File: config.mk
export PLATFORM = sky130hd
export DESIGN_NAME = stlf_check
export DESIGN_NICKNAME = d
export VERILOG_FILES = /design/src/rtl/stlf_check.sv
export SDC_FILE = /design/constraint.sdc
export NUM_CORES = 2
export LEC_CHECK = 0
export ABC_AREA = 0
export CAP_MARGIN = 5
export CORE_MARGIN = 3
export CORE_UTILIZATION = 29
export CTS_CLUSTER_DIAMETER = 100
export CTS_CLUSTER_SIZE = 30
export DETAILED_ROUTE_END_ITERATION = 8
export HOLD_SLACK_MARGIN = 0.02
export PLACE_DENSITY_LB_ADDON = 0.15
export REMOVE_ABC_BUFFERS = 1
export SYNTH_ARGS = -nofsm -noshare
export SYNTH_HDL_FRONTEND = slang
export SYNTH_SLANG_ARGS = --single-unit
File: constraint.sdc
create_clock -name clk -period 23 [get_ports clk]
set_input_delay 3.45 -clock clk [delete_from_list [all_inputs] [get_ports clk]]
set_output_delay 3.45 -clock clk [all_outputs]
set_load 0.01 [all_outputs]
File: src/rtl/stlf_check.sv
module stlf_check #(
  parameter int DEPTH = 8,
  parameter int AW    = 16,
  parameter int TW    = 4
) (
  input  logic          clk,
  input  logic          rst_n,
  input  logic          st_valid,
  input  logic [AW-1:0] st_addr,
  input  logic [1:0]    st_size,
  input  logic [63:0]   st_data,
  input  logic          drain,
  output logic          sb_full,
  output logic          sb_empty,
  input  logic          ld_valid,
  output logic          ld_ready,
  input  logic [AW-1:0] ld_addr,
  input  logic [1:0]    ld_size,
  input  logic [TW-1:0] ld_tag,
  output logic          rsp_valid,
  output logic [1:0]    rsp_kind,
  output logic [63:0]   rsp_data,
  output logic [TW-1:0] rsp_tag
);
  localparam int PW = $clog2(DEPTH);
  localparam int CW = $clog2(DEPTH + 1);
  localparam logic [1:0] K_NONE = 2'd0, K_FWD = 2'd1, K_BLK = 2'd2;

  logic [AW-1:0] e_addr [DEPTH];
  logic [1:0]    e_size [DEPTH];
  logic [63:0]   e_data [DEPTH];
  logic [PW-1:0] head, tail;
  logic [CW-1:0] count;

  assign sb_full  = (count == CW'(DEPTH));
  assign sb_empty = (count == '0);
  assign ld_ready = !st_valid;

  wire push = st_valid && !sb_full;
  wire pop  = drain && !sb_empty;
  wire take = ld_valid && ld_ready;

  always_ff @(posedge clk) begin
    if (!rst_n) begin
      head  <= '0;
      tail  <= '0;
      count <= '0;
    end else begin
      if (push) begin
        e_addr[tail] <= st_addr;
        e_size[tail] <= st_size;
        e_data[tail] <= st_data;
        tail <= tail + 1'b1;
      end
      if (pop) head <= head + 1'b1;
      count <= count + CW'(push) - CW'(pop);
    end
  end

  logic [AW:0]   l_lo, l_hi, s_lo, s_hi;
  logic          hit;
  logic [PW-1:0] hidx, idx;

  assign l_lo = {1'b0, ld_addr};
  assign l_hi = l_lo + ((AW+1)'(1) << ld_size);

  always_comb begin
    hit  = 1'b0;
    hidx = '0;
    idx  = '0;
    s_lo = '0;
    s_hi = '0;
    for (int i = 0; i < DEPTH; i++) begin
      idx  = head + PW'(i);
      s_lo = {1'b0, e_addr[idx]};
      s_hi = s_lo + ((AW+1)'(1) << e_size[idx]);
      if (i < int'(count) && s_lo < l_hi && l_lo < s_hi) begin
        hit  = 1'b1;
        hidx = idx;
      end
    end
  end

  wire        can_fwd = (e_addr[hidx] == ld_addr) && (e_size[hidx] >= ld_size);
  wire [63:0] ld_mask = (ld_size == 2'd3) ? '1 : ((64'd1 << (6'd8 << ld_size)) - 64'd1);

  always_ff @(posedge clk) begin
    if (!rst_n) begin
      rsp_valid <= 1'b0;
      rsp_kind  <= K_NONE;
      rsp_data  <= '0;
      rsp_tag   <= '0;
    end else begin
      rsp_valid <= take;
      if (take) begin
        rsp_tag  <= ld_tag;
        rsp_kind <= !hit ? K_NONE : (can_fwd ? K_FWD : K_BLK);
        rsp_data <= (hit && can_fwd) ? (e_data[hidx] & ld_mask) : '0;
      end
    end
  end


  full_empty_excl_chk: assert property (@(posedge clk) disable iff (!rst_n)
    !(sb_full && sb_empty));

  no_overflow_chk: assert property (@(posedge clk) disable iff (!rst_n)
    (sb_full && st_valid && !drain) |=> sb_full);

  no_underflow_chk: assert property (@(posedge clk) disable iff (!rst_n)
    (sb_empty && drain && !st_valid) |=> sb_empty);

  rsp_follows_take_chk: assert property (@(posedge clk) disable iff (!rst_n)
    rsp_valid |-> ($past(ld_valid && ld_ready) && rsp_tag == $past(ld_tag)));

  kind_legal_chk: assert property (@(posedge clk) disable iff (!rst_n)
    rsp_valid |-> (rsp_kind != 2'd3 && (rsp_kind == K_FWD || rsp_data == '0)));
endmodule

# Word-level counts from Yosys, hierarchy flattened
# Memory sizes are Yosys's and may differ from the RTL's. A register that Yosys moved wholly into a read port is not among the register bits.
# Index checks and enable logic that the tools add are counted.
dict set report word_totals {
  ff_bits 81
  mem_bits_rw 656
  inputBits 109
  out_inout_bits 74
  elab_cells 122
  memories 3
}
# memory depth word_bits read_ports rd_ports_with_merged_regs write_ports line
set memory_table {}
lappend memory_table {e_data 8 64 1 0 1 31} ;# logic [63:0] e_data [DEPTH];
lappend memory_table {e_addr 8 16 9 1 1 29} ;# logic [AW-1:0] e_addr [DEPTH];
lappend memory_table {e_size 8 2 9 1 1 30} ;# logic [1:0] e_size [DEPTH];
dict set report classes {
  n_addsub 20
  magnitude_cmp 25
  eq_ne 3
  shifts 11
  muxes 27
  bitwise_logic 1
  reduce_logical 25
}
# operator n
set op_table {}
lappend op_table {{16-bit by 17-bit < comparator with 1-bit output} 16}
lappend op_table {{16-bit by 17-bit adder with 17-bit output} 9}
lappend op_table {{1-bit by 2-bit << shifter with 17-bit output (first input constant)} 9}
lappend op_table {{64-bit 2-to-1 mux} 2}
lappend op_table {{64-bit bitwise AND} 1}
lappend op_table {{1-bit by 6-bit << shifter with 64-bit output (first input constant)} 1}
lappend op_table {{64-bit by 1-bit subtractor with 64-bit output (second input constant)} 1}
lappend op_table {{3-bit 2-to-1 mux} 12}
lappend op_table {{1-bit logical AND} 21}
lappend op_table {{16-bit equality test} 1}
lappend op_table {{3-bit by 4-bit < comparator with 1-bit output (first input constant)} 4}
lappend op_table {{3-bit adder (second input constant)} 4}
lappend op_table {{1-bit 2-to-1 mux} 11}
lappend op_table {{1-bit by 4-bit < comparator with 1-bit output (first input constant)} 2}
lappend op_table {{2-bit by 4-bit < comparator with 1-bit output (first input constant)} 2}
lappend op_table {{3-bit by 1-bit adder with 3-bit output (second input constant)} 2}
lappend op_table {{3-bit by 2-bit adder with 3-bit output (second input constant)} 2}
lappend op_table {{4-bit by 2-bit << shifter with 6-bit output (first input constant)} 1}
lappend op_table {{4-bit by 1-bit adder with 4-bit output} 1}
lappend op_table {{4-bit equality test (second input constant)} 1}
lappend op_table {{4-bit logical NOT} 1}
lappend op_table {{2-bit 2-to-1 mux} 2}
lappend op_table {{4-bit by 1-bit subtractor with 4-bit output} 1}
lappend op_table {{1-bit logical NOT} 3}
lappend op_table {{2 further kinds} 2}

# Depth between registers and ports, before layout
# An unclocked memory read counts as a cell.
dict set report logic_depth {
  ltp_word 18
  depth_mapped 57
  mapped_depth_nobuf 36
}

# Worst setup path after synthesis
# OpenSTA, ideal clock, no wires.
dict set report synth_path {
  path_kind {input port to flip-flop}
  startpoint {in st_valid}
  endpoint {mem e_addr[4][0], enable pin}
  setup_ps 724
  arrival_time_ps 11655
  t_required_ps 22276
  path_slack_ps 10621
  path_stages 3
  n_path_buf 0
  cell_sequence {inv_1 or3_1 nor4_1}
}
dict set report synth_via {
  elab_chain_cells 4
}
# item line
set synth_rtl {}
lappend synth_rtl {{start, declared} 8} ;# input logic st_valid,
lappend synth_rtl {{1-bit logical AND} 39} ;# wire push = st_valid && !sb_full;
lappend synth_rtl {{1-bit 2-to-1 mux} 49} ;# if (push) begin
lappend synth_rtl {{1-bit 2-to-1 mux} 44} ;# if (!rst_n) begin
lappend synth_rtl {{1-bit 2-to-1 mux (implied by the code)} 50} ;# e_addr[tail] <= st_addr;
lappend synth_rtl {{end, declared} 29}
# Every way passes these cells.

# Worst setup path in the final report
dict set report layout_path {
  startpoint {in ld_addr[1]}
  endpoint {reg rsp_data[29]}
}
dict set report layout_via {
  elab_chain_cells 17
  elab_cells_between_ends 58
  classes_between {add/sub: 1; order compare: 17; eq/ne: 1; mux: 17; bitwise: 1; reduce/logical: 18; memory: 3}
}
# item line
set layout_rtl {}
lappend layout_rtl {{start, declared} 17} ;# input logic [AW-1:0] ld_addr,
lappend layout_rtl {{16-bit by 17-bit adder with 17-bit output} 65} ;# assign l_hi = l_lo + ((AW+1)'(1) << ld_size);
lappend layout_rtl {{16-bit by 17-bit < comparator with 1-bit output} 77} ;# if (i < int'(count) && s_lo < l_hi && l_lo < s_hi) begin
lappend layout_rtl {{1-bit logical AND (2 in a row)} 77}
lappend layout_rtl {{3-bit 2-to-1 mux (8 in a row)} 77}
lappend layout_rtl {{memory 8 x 16 bit or memory 8 x 2 bit (tied branches)} -}
lappend layout_rtl {{16-bit equality test or 2-bit >= comparator (tied branches)} 84} ;# wire can_fwd = (e_addr[hidx] == ld_addr) && (e_size[hidx] >= ld_size);
lappend layout_rtl {{1-bit logical AND} 84}
lappend layout_rtl {{1-bit logical AND} 98} ;# rsp_data <= (hit && can_fwd) ? (e_data[hidx] & ld_mask) : '0;
lappend layout_rtl {{64-bit 2-to-1 mux (*)} 98}
lappend layout_rtl {{end signal, assigned} 98}
lappend layout_rtl {{end, declared} 22} ;# output logic [63:0] rsp_data,
# Mark *: on every way between the ends. The rest lies on a longest branch, timed or not.
# A chain may end at the register's enable or synchronous reset.

==> impl_metrics.toml <==
[routing]
vias = 35300
wirelength_um = 166000
drt_iter0_drc = 3096
drt_pass1_iterations = 5
drtAntennaViolNets = 0
routed_via_density = 5.42
drc = 0
wire_per_inst_um = 25.6

[critical_path]
setup.worst_path.class = "in -> reg"
worstPathRequired_ns = 23.58
r2r_cells = 36
crit_fanout = 64
critical_path_arrival_ns = 14.30
start_kind = "input port"
crit_path_end_kind = "flop"

[cells_and_area]
final_cells = 6513
area_growth_pct = 11.0
postLayoutCoreUtil = 0.326
final_common_cell = "nand2_1"
drive_gt1_frac = 0.0900
final_cell_mix = "nand2_1 (1015), edfxtp_1 (656), nand3_1 (391), ha_1 (287), mux4_2 (184)"
num-nets-final = 4826

[placed_design]
post-dp-hpwl_um = 112000
io_buffer_count = 182
gp_congestion = 0.948
pre_cts_ws_ns = 8.68
post-place-cells = 6445

[sta]
fin_skew_ns = 0.0355
min_period_ns = 13.72
tightest_slew_ns = 1.14
hold_viol = 0
fin_crit_sh = 0.597
setup_slack_ns = 9.28
finalMaxSlewViolations = 0
max_slew_margin = 0.234
finalSetupViolCount = 0
rsz0062_at_grt = "no"
max_freq_mhz = 72.9

[hold_path]
hold_path.class = "reg -> reg"
hold_depth = 2

[cts]
cts.clk_slew.worst_paths_ns = 0.12
worstSkewPairLatency_ns = 0.65
cts_tree = "yes"
clock-root-buffer = "clkbuf_16"
cts_resized = 0
htreeDepth = 1
ctsHoldBuffers = 0
post_cts_buffers = 0
cts_sinks = 740
cts_buffer_depth = 3
cts_inserted_buffers = 30

[die]
die_w_um = 404
initial_core_util = 0.293
dieHeight_um = 404
fp.coreArea_um2 = 157000
row_count = 145
io_pins = 183
die-area_um2 = 164000

[logic_synthesis]
yosys.area_share.simple = 0.180
synth_seq_area_share = 0.464
avgSynthCellArea_um2 = 10.5
synth.area.mux_share = 0.115
synth-edff-count = 656
synthArstFlopShare = 0
synth_compound_area_frac = 0.0946
synth_top_family_by_area = "simple AND/OR/NAND/NOR gates"
yosys-top-cells-area = "edfxtp_1 (43%), mux4_2 (9.0%), nand2_1 (8.3%), ha_1 (7.8%), nand3_1 (4.3%)"
synth-main-ff-cell = "edfxtp_1"
netlist.area_leader.share = 0.428
synth_top_cell_by_area = "edfxtp_1"
synth_cell_types = 92
ys_ff_latch = 740
yosysWarnings = 0
synth-adder-area-share = 0.0826
synth_xor_area_frac = 0.0271
synthCells = 4374
netlist_area_um2 = 46000

[global_routing]
grt-ovfl-total = 0
antenna_found_initial = 17
first_global_vias = 34200
track_usage = 0.198
grt_pass1_wl_um = 242000
grt_max_degree = 131

[job]
drv_cap = 0

[run_status]
status = "complete, no violations"
sequential cells by signal, indices dropped and copies added (netlist names), 3 cells and up, named ones only:
name,count
count,4
e_addr,128
e_data,512
e_size,16
head,3
rsp_data,64
rsp_tag,4
tail,3
worst paths after layout:
| check | start | endpoint | slack, ns |
|---|---|---|---|
| setup / recovery | ld_addr[1] | rsp_data[29]$_SDFFE_PN0P_ | 9.28 |
| hold / removal | rsp_data[15]$_SDFFE_PN0P_ | rsp_data[15]$_SDFFE_PN0P_ | 0.45 |
| setup reg to reg | head[0]$_SDFFE_PN0P_ | rsp_kind[1]$_SDFFE_PN0P_ | 9.94 |
| hold reg to reg | rsp_data[15]$_SDFFE_PN0P_ | rsp_data[15]$_SDFFE_PN0P_ | 0.45 |
synth_stat cells, drive strengths merged, types with 42 or more instances:
library cell	count
a21o	60
a21oi	130
buf	113
clkbuf	148
dfxtp	84
edfxtp	656
ha	288
inv	111
mux2i	91
mux4	184
nand2	1016
nand3	392
nand4	101
nor2	128
nor3	62
o21ai	235
xnor2	98
xor2	42
logic make-up after synthesis:
kind of cell	after synthesis
simple gates	1862
flops	740
compound gates	664
buf+inv	374
fa+ha+maj	298
mux	296
xor+xnor	140
metal layers:
| metal | global-route usage | share of wire | up-vias |
|---|---|---|---|
| met5 | 0 | 0.00055 | - |
| met4 | 0.0449 | 0.025 | 12 |
| met3 | 0.0317 | 0.068 | 147 |
| met2 | 0.321 | 0.46 | 1135 |
| met1 | 0.278 | 0.45 | 17700 |
| li1 | - | - | 16300 |
through the flow:
step	hold slack, ns	instance area (um^2)	setup TNS [ns]
6_report	0.452	51100	0
5_1_grt	0.474	51100	0
4_1_cts	0.457	51100	0
3_5_place_dp	0.440	50100	0
3_3_place_gp	0.436	50100	0
2_1_floorplan	0.470	44800	-836.29
worst max-delay path: stages:
cell and delay, ns:
clkdlybuf4s50_1 0.97, inv_1 0.20, fa_1 0.48, nand2b_1 0.18, a21oi_1 0.43, nand2_1 0.19, xor2_1 0.84, ha_1 0.39
a21o_1 0.16, a21oi_1 0.15, nor2b_1 0.07, o31ai_1 0.62, o211a_2 0.31, buf_4 0.56, a211oi_2 0.11, a21boi_2 0.19
buf_4 0.21, nor2_4 0.29, buf_4 0.56, buf_4 0.78, a211oi_1 0.27, o32ai_1 0.67, o22ai_1 0.24, a2111oi_4 0.36
buf_4 0.36, buf_4 0.65, nand4_1 0.16, o21ai_0 0.19
cell type report:
cell class / instances / area (um^2)
Clock inverter: 7 / 93.8
Fill cell: 15900 / 106000
Timing Repair Buffer: 274 / 2560
Clock buffer: 49 / 853
Antenna cell: 12 / 30.0
Inverter: 113 / 424
Sequential cell: 740 / 21400
Tap cell: 2058 / 2570
Multi-Input combinational cell: 3260 / 23200
Power is left out: the tool's default activity adds up to more than one toggle a clock period on the data nets, which glitch-free logic cannot reach.
